===== config.mk =====
export PLATFORM = sky130hd
export DESIGN_NAME = bitslip_align_ctrl
export DESIGN_NICKNAME = d
export VERILOG_FILES = /design/src/rtl/bsa_pkg.sv /design/src/rtl/bsa_match_run.sv /design/src/rtl/bsa_settle.sv /design/src/rtl/bsa_slip_count.sv /design/src/rtl/bitslip_align_ctrl.sv
export SDC_FILE = /design/constraint.sdc
export NUM_CORES = 1
export LEC_CHECK = 0
export ABC_AREA = 1
export BUFFER_PORTS_ARGS = -buffer_cell sky130_fd_sc_hd__buf_2
export CAP_MARGIN = 40
export CORE_AREA = 2 2 41 43
export DETAILED_ROUTE_END_ITERATION = 12
export DIE_AREA = 0 0 43 45
export HOLD_SLACK_MARGIN = 0.08
export PLACE_DENSITY = 0.62
export SLEW_MARGIN = 0
export SYNTH_ARGS = -nofsm -noshare
export SYNTH_HDL_FRONTEND = slang
export SYNTH_SLANG_ARGS = --single-unit

===== constraint.sdc =====
create_clock -name clk -period 3.18 [get_ports clk]
set_input_delay 0.795 -clock clk [delete_from_list [all_inputs] [get_ports clk]]
set_output_delay 0.795 -clock clk [all_outputs]
set_load 0.05 [all_outputs]

===== src/rtl/bsa_pkg.sv =====
package bsa_pkg;
  typedef enum logic [2:0] {
    ST_IDLE,
    ST_CHECK,
    ST_SLIP,
    ST_WAIT,
    ST_LOCKED,
    ST_FAIL
  } bsa_state_e;
endpackage


===== src/rtl/bsa_match_run.sv =====
// Counts consecutive matching words while comparing is enabled.
module bsa_match_run #(
  parameter int RUN = 2
) (
  input  logic clk,
  input  logic rst_n,
  input  logic clear,
  input  logic en,
  input  logic hit,
  output logic done
);
  localparam int CW = $clog2(RUN + 1);
  logic [CW-1:0] cnt;

  assign done = en && hit && (cnt == CW'(RUN - 1));

  always_ff @(posedge clk) begin
    if (!rst_n) cnt <= '0;
    else if (clear || !en || !hit || done) cnt <= '0;
    else cnt <= cnt + 1'b1;
  end

  generate
    if (RUN >= 2) begin : g_run_chk
      // a lock decision needs a match in this cycle and the one before
      a_r4_two_in_row: assert property (@(posedge clk) disable iff (!rst_n)
        done |-> (hit && $past(en && hit)));
    end
  endgenerate
endmodule


===== src/rtl/bsa_settle.sv =====
// Settling timer, runs while the FSM waits after a slip.
module bsa_settle #(
  parameter int CYC = 3
) (
  input  logic clk,
  input  logic rst_n,
  input  logic run,
  output logic expired
);
  localparam int CW = (CYC > 1) ? $clog2(CYC) : 1;
  logic [CW-1:0] cnt;

  assign expired = run && (cnt == CW'(CYC - 1));

  always_ff @(posedge clk) begin
    if (!rst_n) cnt <= '0;
    else if (!run || expired) cnt <= '0;
    else cnt <= cnt + 1'b1;
  end
endmodule


===== src/rtl/bsa_slip_count.sv =====
// Slips issued in the current search.
module bsa_slip_count #(
  parameter int MAX = 3
) (
  input  logic clk,
  input  logic rst_n,
  input  logic clr,
  input  logic inc,
  output logic at_max
);
  localparam int CW = $clog2(MAX + 1);
  logic [CW-1:0] cnt;

  assign at_max = (cnt == CW'(MAX));

  always_ff @(posedge clk) begin
    if (!rst_n) cnt <= '0;
    else if (clr) cnt <= '0;
    else if (inc) cnt <= cnt + 1'b1;
  end

  // never count past the bound
  a_r6_count_bound: assert property (@(posedge clk) disable iff (!rst_n)
    (inc && !clr) |-> !at_max);
endmodule


===== src/rtl/bitslip_align_ctrl.sv =====
module bitslip_align_ctrl #(
  parameter int WORD_W     = 4,
  parameter int SETTLE_CYC = 3,
  parameter int MATCH_RUN  = 2
) (
  input  logic              clk,
  input  logic              rst_n,
  input  logic              start,
  input  logic [WORD_W-1:0] rx_word,
  input  logic [WORD_W-1:0] pattern,
  output logic              bitslip,
  output logic              locked,
  output logic              failed
);
  import bsa_pkg::*;

  localparam int MAX_SLIPS = WORD_W - 1;
  localparam int GAP_MIN   = SETTLE_CYC + 1;
  localparam int GW        = $clog2(GAP_MIN + 1);

  bsa_state_e state, nxt;
  logic hit, run_done, settle_done, slips_max;

  assign hit = (rx_word == pattern);

  bsa_match_run #(.RUN(MATCH_RUN)) u_match (
    .clk(clk), .rst_n(rst_n), .clear(start),
    .en(state == ST_CHECK), .hit(hit), .done(run_done)
  );

  bsa_settle #(.CYC(SETTLE_CYC)) u_settle (
    .clk(clk), .rst_n(rst_n), .run(state == ST_WAIT && !start),
    .expired(settle_done)
  );

  bsa_slip_count #(.MAX(MAX_SLIPS)) u_slips (
    .clk(clk), .rst_n(rst_n), .clr(start),
    .inc(state == ST_SLIP), .at_max(slips_max)
  );

  always_comb begin
    nxt = state;
    if (start) nxt = ST_CHECK;
    else begin
      unique case (state)
        ST_IDLE:   nxt = ST_IDLE;
        ST_CHECK: begin
          if (!hit) nxt = slips_max ? ST_FAIL : ST_SLIP;
          else if (run_done) nxt = ST_LOCKED;
        end
        ST_SLIP:   nxt = ST_WAIT;
        ST_WAIT:   if (settle_done) nxt = ST_CHECK;
        ST_LOCKED: nxt = ST_LOCKED;
        ST_FAIL:   nxt = ST_FAIL;
        default:   nxt = ST_IDLE;
      endcase
    end
  end

  always_ff @(posedge clk) begin
    if (!rst_n) state <= ST_IDLE;
    else state <= nxt;
  end

  assign bitslip = (state == ST_SLIP);
  assign locked  = (state == ST_LOCKED);
  assign failed  = (state == ST_FAIL);

  // Cycles since the last pulse of this search, saturating.
  logic [GW-1:0] since_slip;
  always_ff @(posedge clk) begin
    if (!rst_n || start) since_slip <= GW'(GAP_MIN);
    else if (bitslip) since_slip <= '0;
    else if (since_slip != GW'(GAP_MIN)) since_slip <= since_slip + 1'b1;
  end

  a_r2_single_pulse: assert property (@(posedge clk) disable iff (!rst_n)
    bitslip |=> !bitslip);
  a_r3_settle_gap: assert property (@(posedge clk) disable iff (!rst_n)
    bitslip |-> (since_slip == GW'(GAP_MIN)));
  a_r6_fail_quiet: assert property (@(posedge clk) disable iff (!rst_n)
    failed |-> !bitslip);
  a_r7_lock_hold: assert property (@(posedge clk) disable iff (!rst_n)
    (locked && !start) |=> (locked && !bitslip));
  a_r8_restart_clears: assert property (@(posedge clk) disable iff (!rst_n)
    start |=> (!locked && !failed));
  a_r9_exclusive: assert property (@(posedge clk) disable iff (!rst_n)
    !(locked && failed));
endmodule


# [Yosys cells after proc, flatten, opt, wreduce, memory -nomap -nowiden]
# Index checks and enable logic that the tools add are counted.
# Widths: inputs -> output; s select.
[totals] ff_bits=9 in_bits=11
[op_classes] add_sub_neg=3 eq_ne=13 n_mux=6 bitwise_logic=1 n_reduce_logical=17
[op_table] cell="$pmux 3 s5" n=1
[op_table] cell="$mux 3" n=4
[op_table] cell="$add 2x1->2 const B" n=3
[op_table] cell="$eq 3x2->1 const B" n=2
[op_table] cell="$eq 3x3->1 const B" n=2
[op_table] cell="$reduce_or 2->1" n=3
[op_table] cell="$eq 2x2->1 const B" n=2
[op_table] cell="$eq 4x4->1" n=1
[op_table] cell="$logic_and 1x1->1" n=4
[op_table] cell="$logic_not 1->1" n=4
[op_table] cell="$logic_or 1x1->1" n=4
[op_table] cell="$ne 4x4->1 const B" n=1
[op_table] cell="$reduce_and 2->1" n=2
[op_table] cell="$eq 3x1->1 const B" n=1
[op_table] cell="$ne 3x2->1 const B" n=1
[op_table] cell="$ne 3x3->1 const B" n=1
[op_table] cell="$eq 2x1->1 const B" n=1
[op_table] cell="$ne 2x1->1 const B" n=1
[op_table] cell="$mux 1" n=1
[op_table] cell="$not 1->1" n=1

# [Logic depth before layout (Yosys ltp)]
[depth] depth_word=7 ltp_mapped=9 ltp_nobuf=9

# [By module]
# A second synthesis with hierarchy kept.
[unflattened] cells_unflattened=103 hier_area_um2=599.3
[modules_own_cells] mod="bitslip_align_ctrl" n_inst=1 cells_each=68 area_each_um2=336.6 seq_area_each_um2=60.1
[modules_own_cells] mod="bsa_slip_count" n_inst=1 cells_each=14 area_each_um2=97.6 seq_area_each_um2=40.0
[modules_own_cells] mod="bsa_match_run" n_inst=1 cells_each=12 area_each_um2=87.6 seq_area_each_um2=40.0
[modules_own_cells] mod="bsa_settle" n_inst=1 cells_each=9 area_each_um2=77.6 seq_area_each_um2=40.0

# [Worst setup path after synthesis]
# OpenSTA, ideal clock, no wires.
[synth_timing] path_kind="register to output" startpoint="reg state[2]" endpoint="out locked" arrival_time_ns=1.457 required_time_ns=2.385 slack_ns=0.928 path_stages_with_launch=3 cell_sequence="dfxtp_1 > inv_2 > nor3_1"
[synth_via] elab_chain_cells=1
[synth_lines] element="from (decl)" line="bitslip_align_ctrl.sv:21" rtl="bsa_state_e state, nxt;"
[synth_lines] element="from (signal assigned)" line="bitslip_align_ctrl.sv:62" rtl="else state <= nxt;"
[synth_lines] element="$eq 3x3->1" line="bitslip_align_ctrl.sv:66" rtl="assign locked = (state == ST_LOCKED);"
[synth_lines] element="to (decl)" line="bitslip_align_ctrl.sv:12" rtl="output logic locked,"
# Every way passes these cells.

# [Worst setup path after layout]
[layout_timing] startpoint="reg state[2]" endpoint="out bitslip"
[layout_via] elab_chain_cells=1
[layout_lines] element="$eq 3x2->1" line="bitslip_align_ctrl.sv:65" rtl="assign bitslip = (state == ST_SLIP);"
[layout_lines] element="to (decl)" line="bitslip_align_ctrl.sv:11" rtl="output logic bitslip,"
# Every way passes these cells.

==> results.md <==
Outcome:
- The run finished with clean final reports.

Detailed routing:
- After detailed routing, the number of remaining DRC violations is 0.
- The routed length per instance is 7.30 um.
- The number of vias per cell is 4.49.
- In this run the remaining antenna-violating nets after routing total 0.
- The total via count in the routed design is 530.
- The first-pass iteration count of the detailed router is 4.
- The overall routed net length is 861 um.
- After the first detailed-routing iteration, the DRC count stood at 7.

Worst setup path:
- In this run the worst path has a maximum fanout of 5.
- The worst setup path is launched from a register.
- At the worst endpoint, the arrival time is 1.28 ns.
- The data required time at the worst endpoint is 2.38 ns.
- The path depth of the worst reg2reg path is 5.
- The category of the worst setup path capture point is an output pin.
- In this design, the stage delay of the slowest critical-path cell is 0.33 ns.
- The slowest stage of the critical path belongs to the cell sky130_fd_sc_hd__dfxtp_1.
- The worst setup path is of the reg -> out kind.
- The signal on the critical path passes through inv_2 -> nand2_1 -> nor2_1 -> buf_2.

Place:
- After legalization and detailed placement, the total HPWL measured 757 um.
- During placement, the flow inserted port buffers numbering 13.
- At the end of routability-driven placement, the weighted congestion stood at 0.811.

Finish:
- The most common cell after layout, fill and taps aside is sky130_fd_sc_hd__nand2_1.
- In the final layout, the share of cells above drive strength 1 is 0.225.
- In the layout the commonest cells are 20 x sky130_fd_sc_hd__nand2_1, 19 x sky130_fd_sc_hd__inv_1, 13 x sky130_fd_sc_hd__nor2_1, 13 x sky130_fd_sc_hd__buf_2, 9 x sky130_fd_sc_hd__dfxtp_1.
- The net count reported at finish is about 120.
- Compared with the post-synthesis result, the final layout area differs by 20.7%.
- The fill cell instance count of the final layout is 163.
- The repair_antennas step left the layout with diodes totalling 0.

Die:
- The total die area is 1940 um2.
- Pin placement for this block handled 14 I/O pins.
- The starting density of the core is 0.366.
- The horizontal die dimension is 43 um.
- In this run the standard cell core region covers 1470 um2.
- The height of the die is around 45 um.
- The number of rows created at floorplan is 14.

Timing:
- The worst pin sits at a relative slew slack of 0.821.
- At the pin with the least slew margin, the transition time is 0.267 ns.
- Adding up every negative setup slack in the final design gives 0 ns.
- The clock period minus final worst setup slack is roughly 2.1 ns.
- Setup repair after global routing left no endpoint under its margin.
- Setup violations remaining at the end of the flow were counted as 0.
- The final hold violation count is 0.
- Static timing analysis puts the maximum clock frequency at 483 MHz.
- The number of max-slew violations in the final report is 0.
- The setup clock skew after layout is between 0.0015 and 0.002 ns.
- The fraction of the cycle the final worst path needs is 0.651.

Min path:
- The path class of the tightest hold or removal check is reg -> reg.
- Counting instances, the worst hold path has a depth of 1.

Yosys:
- The Yosys warning count is 0.
- The number of nets in the synthesized netlist is 99.
- Of the synthesized area, sequential elements account for 0.335.
- Counting distinct cell types in the post-synthesis netlist gives 16.
- The post-synthesis instance area is between 500 and 600 um2.
- The synthesized area divided by synthesized cell count is 6.33 um2.
- The cell count after synthesis is 85.
- The synthesis-stage register bit count is 9.

Clock network:
- Post-CTS repair changed the size of 0 cells.
- The insertion delay to the later sink of the worst-skew pair is 0.26 ns.
- The hold-fix buffer count after cts is 0.
- The CTS tree is done.
- The largest buffer count on any clock path is 2.
- The number of clock buffers added by TritonCTS is 3.
- The clock-pin transition on the worst setup and hold timing paths is 0.06 ns.
- The tree is rooted in a sky130_fd_sc_hd__clkbuf_4.
- Buffers added to address setup during post-CTS repair amount to 0.
- CTS built an H-tree with a depth of 1.
- The count of clock tree sinks is 9.

Power and ir drop:
- The part of the total power dissipated in combinational logic is 0.145.
- The switching share of power is 0.256.
- Of the total power, registers draw 0.493.
- Dividing total power by cell area gives a power density of 367 nW/um2.
- Across the VDD grid, the largest voltage drop is a little under 0.0003 V.
- Of the total power, the clock network draws 0.362.
- The internal power summed over all cells is around 180 uW.
- Summed over all nets, the switching power comes to around 61 uW.
- The leakage power figure is about 0.00037 uW.
- The total power is around 240 uW.

Job:
- The number of max-capacitance violations reported is 0.

Global route:
- The final global-route overflow total is 0.
- The number of antenna violations at the first check in global routing came to 0.
- The global routing usage summed across all routing layers is 0.100.
- The first global-routing pass estimated 1.49 mm of wire.
- Entering global routing, the biggest net connects 6 pins.
- The via count of the first global-routing pass is 434.
[path summary, 6_finish.rpt]
check	from	end	slack, ns
max	state[2]	bitslip	1.11
min	u_settle.cnt[0]	u_settle.cnt[0]	0.41
max reg2reg	state[0]	u_match.cnt[0]	2.09
min reg2reg	u_settle.cnt[0]	u_settle.cnt[0]	0.41
[synthesized netlist by cell type]
master,count,area share
sky130_fd_sc_hd__nand2_1,20,0.14
sky130_fd_sc_hd__inv_1,19,0.13
sky130_fd_sc_hd__nor2_1,13,0.091
sky130_fd_sc_hd__dfxtp_1,9,0.33
sky130_fd_sc_hd__nand3_1,5,0.047
sky130_fd_sc_hd__a21oi_1,3,0.028
sky130_fd_sc_hd__ha_1,3,0.070
sky130_fd_sc_hd__inv_2,3,0.021
sky130_fd_sc_hd__o21ai_0,3,0.028
sky130_fd_sc_hd__nand3_2,1,0.019
sky130_fd_sc_hd__nand4_2,1,0.023
sky130_fd_sc_hd__nor2_2,1,0.012
sky130_fd_sc_hd__nor2_4,1,0.021
sky130_fd_sc_hd__nor3_1,1,0.0093
sky130_fd_sc_hd__o21a_1,1,0.014
sky130_fd_sc_hd__or2_1,1,0.012
[critical path, delay by kind of cell (launching register included)]
family / cells / cell delay, ns
buffers and inverters: 2 / 0.39
flip-flops: 1 / 0.33
AND/OR/NAND/NOR: 2 / 0.29
[sequential cells by signal, indices dropped and copies added, names as in the netlist]
| register | count |
|---|---|
| u_match.cnt | 2 |
| u_slips.cnt | 2 |
| u_settle.cnt | 2 |
| state | 3 |
[kinds of logic (layout without fill, tap and decap cells)]
logic type,after synthesis,count (layout),synth area share
and+or+nand+nor,44,44,0.372
buffers and inverters,22,39,0.153
AOI/OAI and AO/OA,7,7,0.0698
adders and majority gates,3,3,0.0698
DFF,9,9,0.335
[per-layer routing]
metal  global-route usage  share of wire  up-vias
met1                0.114           0.43      225
met4               0.0545          0.024        0
met3               0.0160          0.072        2
li1                     -              -      289
met2                0.182           0.47       14
met5                    0              0        -
[cell type report]
type                            instances  area (um2)  share of cell area
Timing Repair Buffer                   13        65.1               0.100
Clock buffer                            4        26.3              0.0405
Sequential cell                         9         180               0.277
Tap cell                               16        20.0              0.0308
Multi-Input combinational cell         54         275               0.424
Inverter                               22        82.6               0.127
[per-stage QoR]
stage	util	worst slack, ns	cells	hold WS, ns	area, um2
floorplan	-	0.928	85	0.392	538
finish	0.441	1.11	118	0.409	649
CTS	0.441	1.08	118	0.412	649
detailed placement	0.423	1.37	114	0.403	623
global route	0.441	1.01	118	0.421	649
global placement	0.423	1.40	114	0.402	623
[power groups by stage]
| stage | combinational (uW) | clock, uW | sequential (uW) |
|---|---|---|---|
| after global placement | 34.4 | 0 | 120 |
| after floorplan | 24.0 | 0 | 120 |
| after global routing | 40.2 | 93.1 | 118 |
| final | 34.7 | 86.3 | 117 |
| after CTS | 35.4 | 89.9 | 117 |
| after detailed placement | 35.1 | 0 | 120 |
No activity file was read; power rests on OpenSTA's default activity.
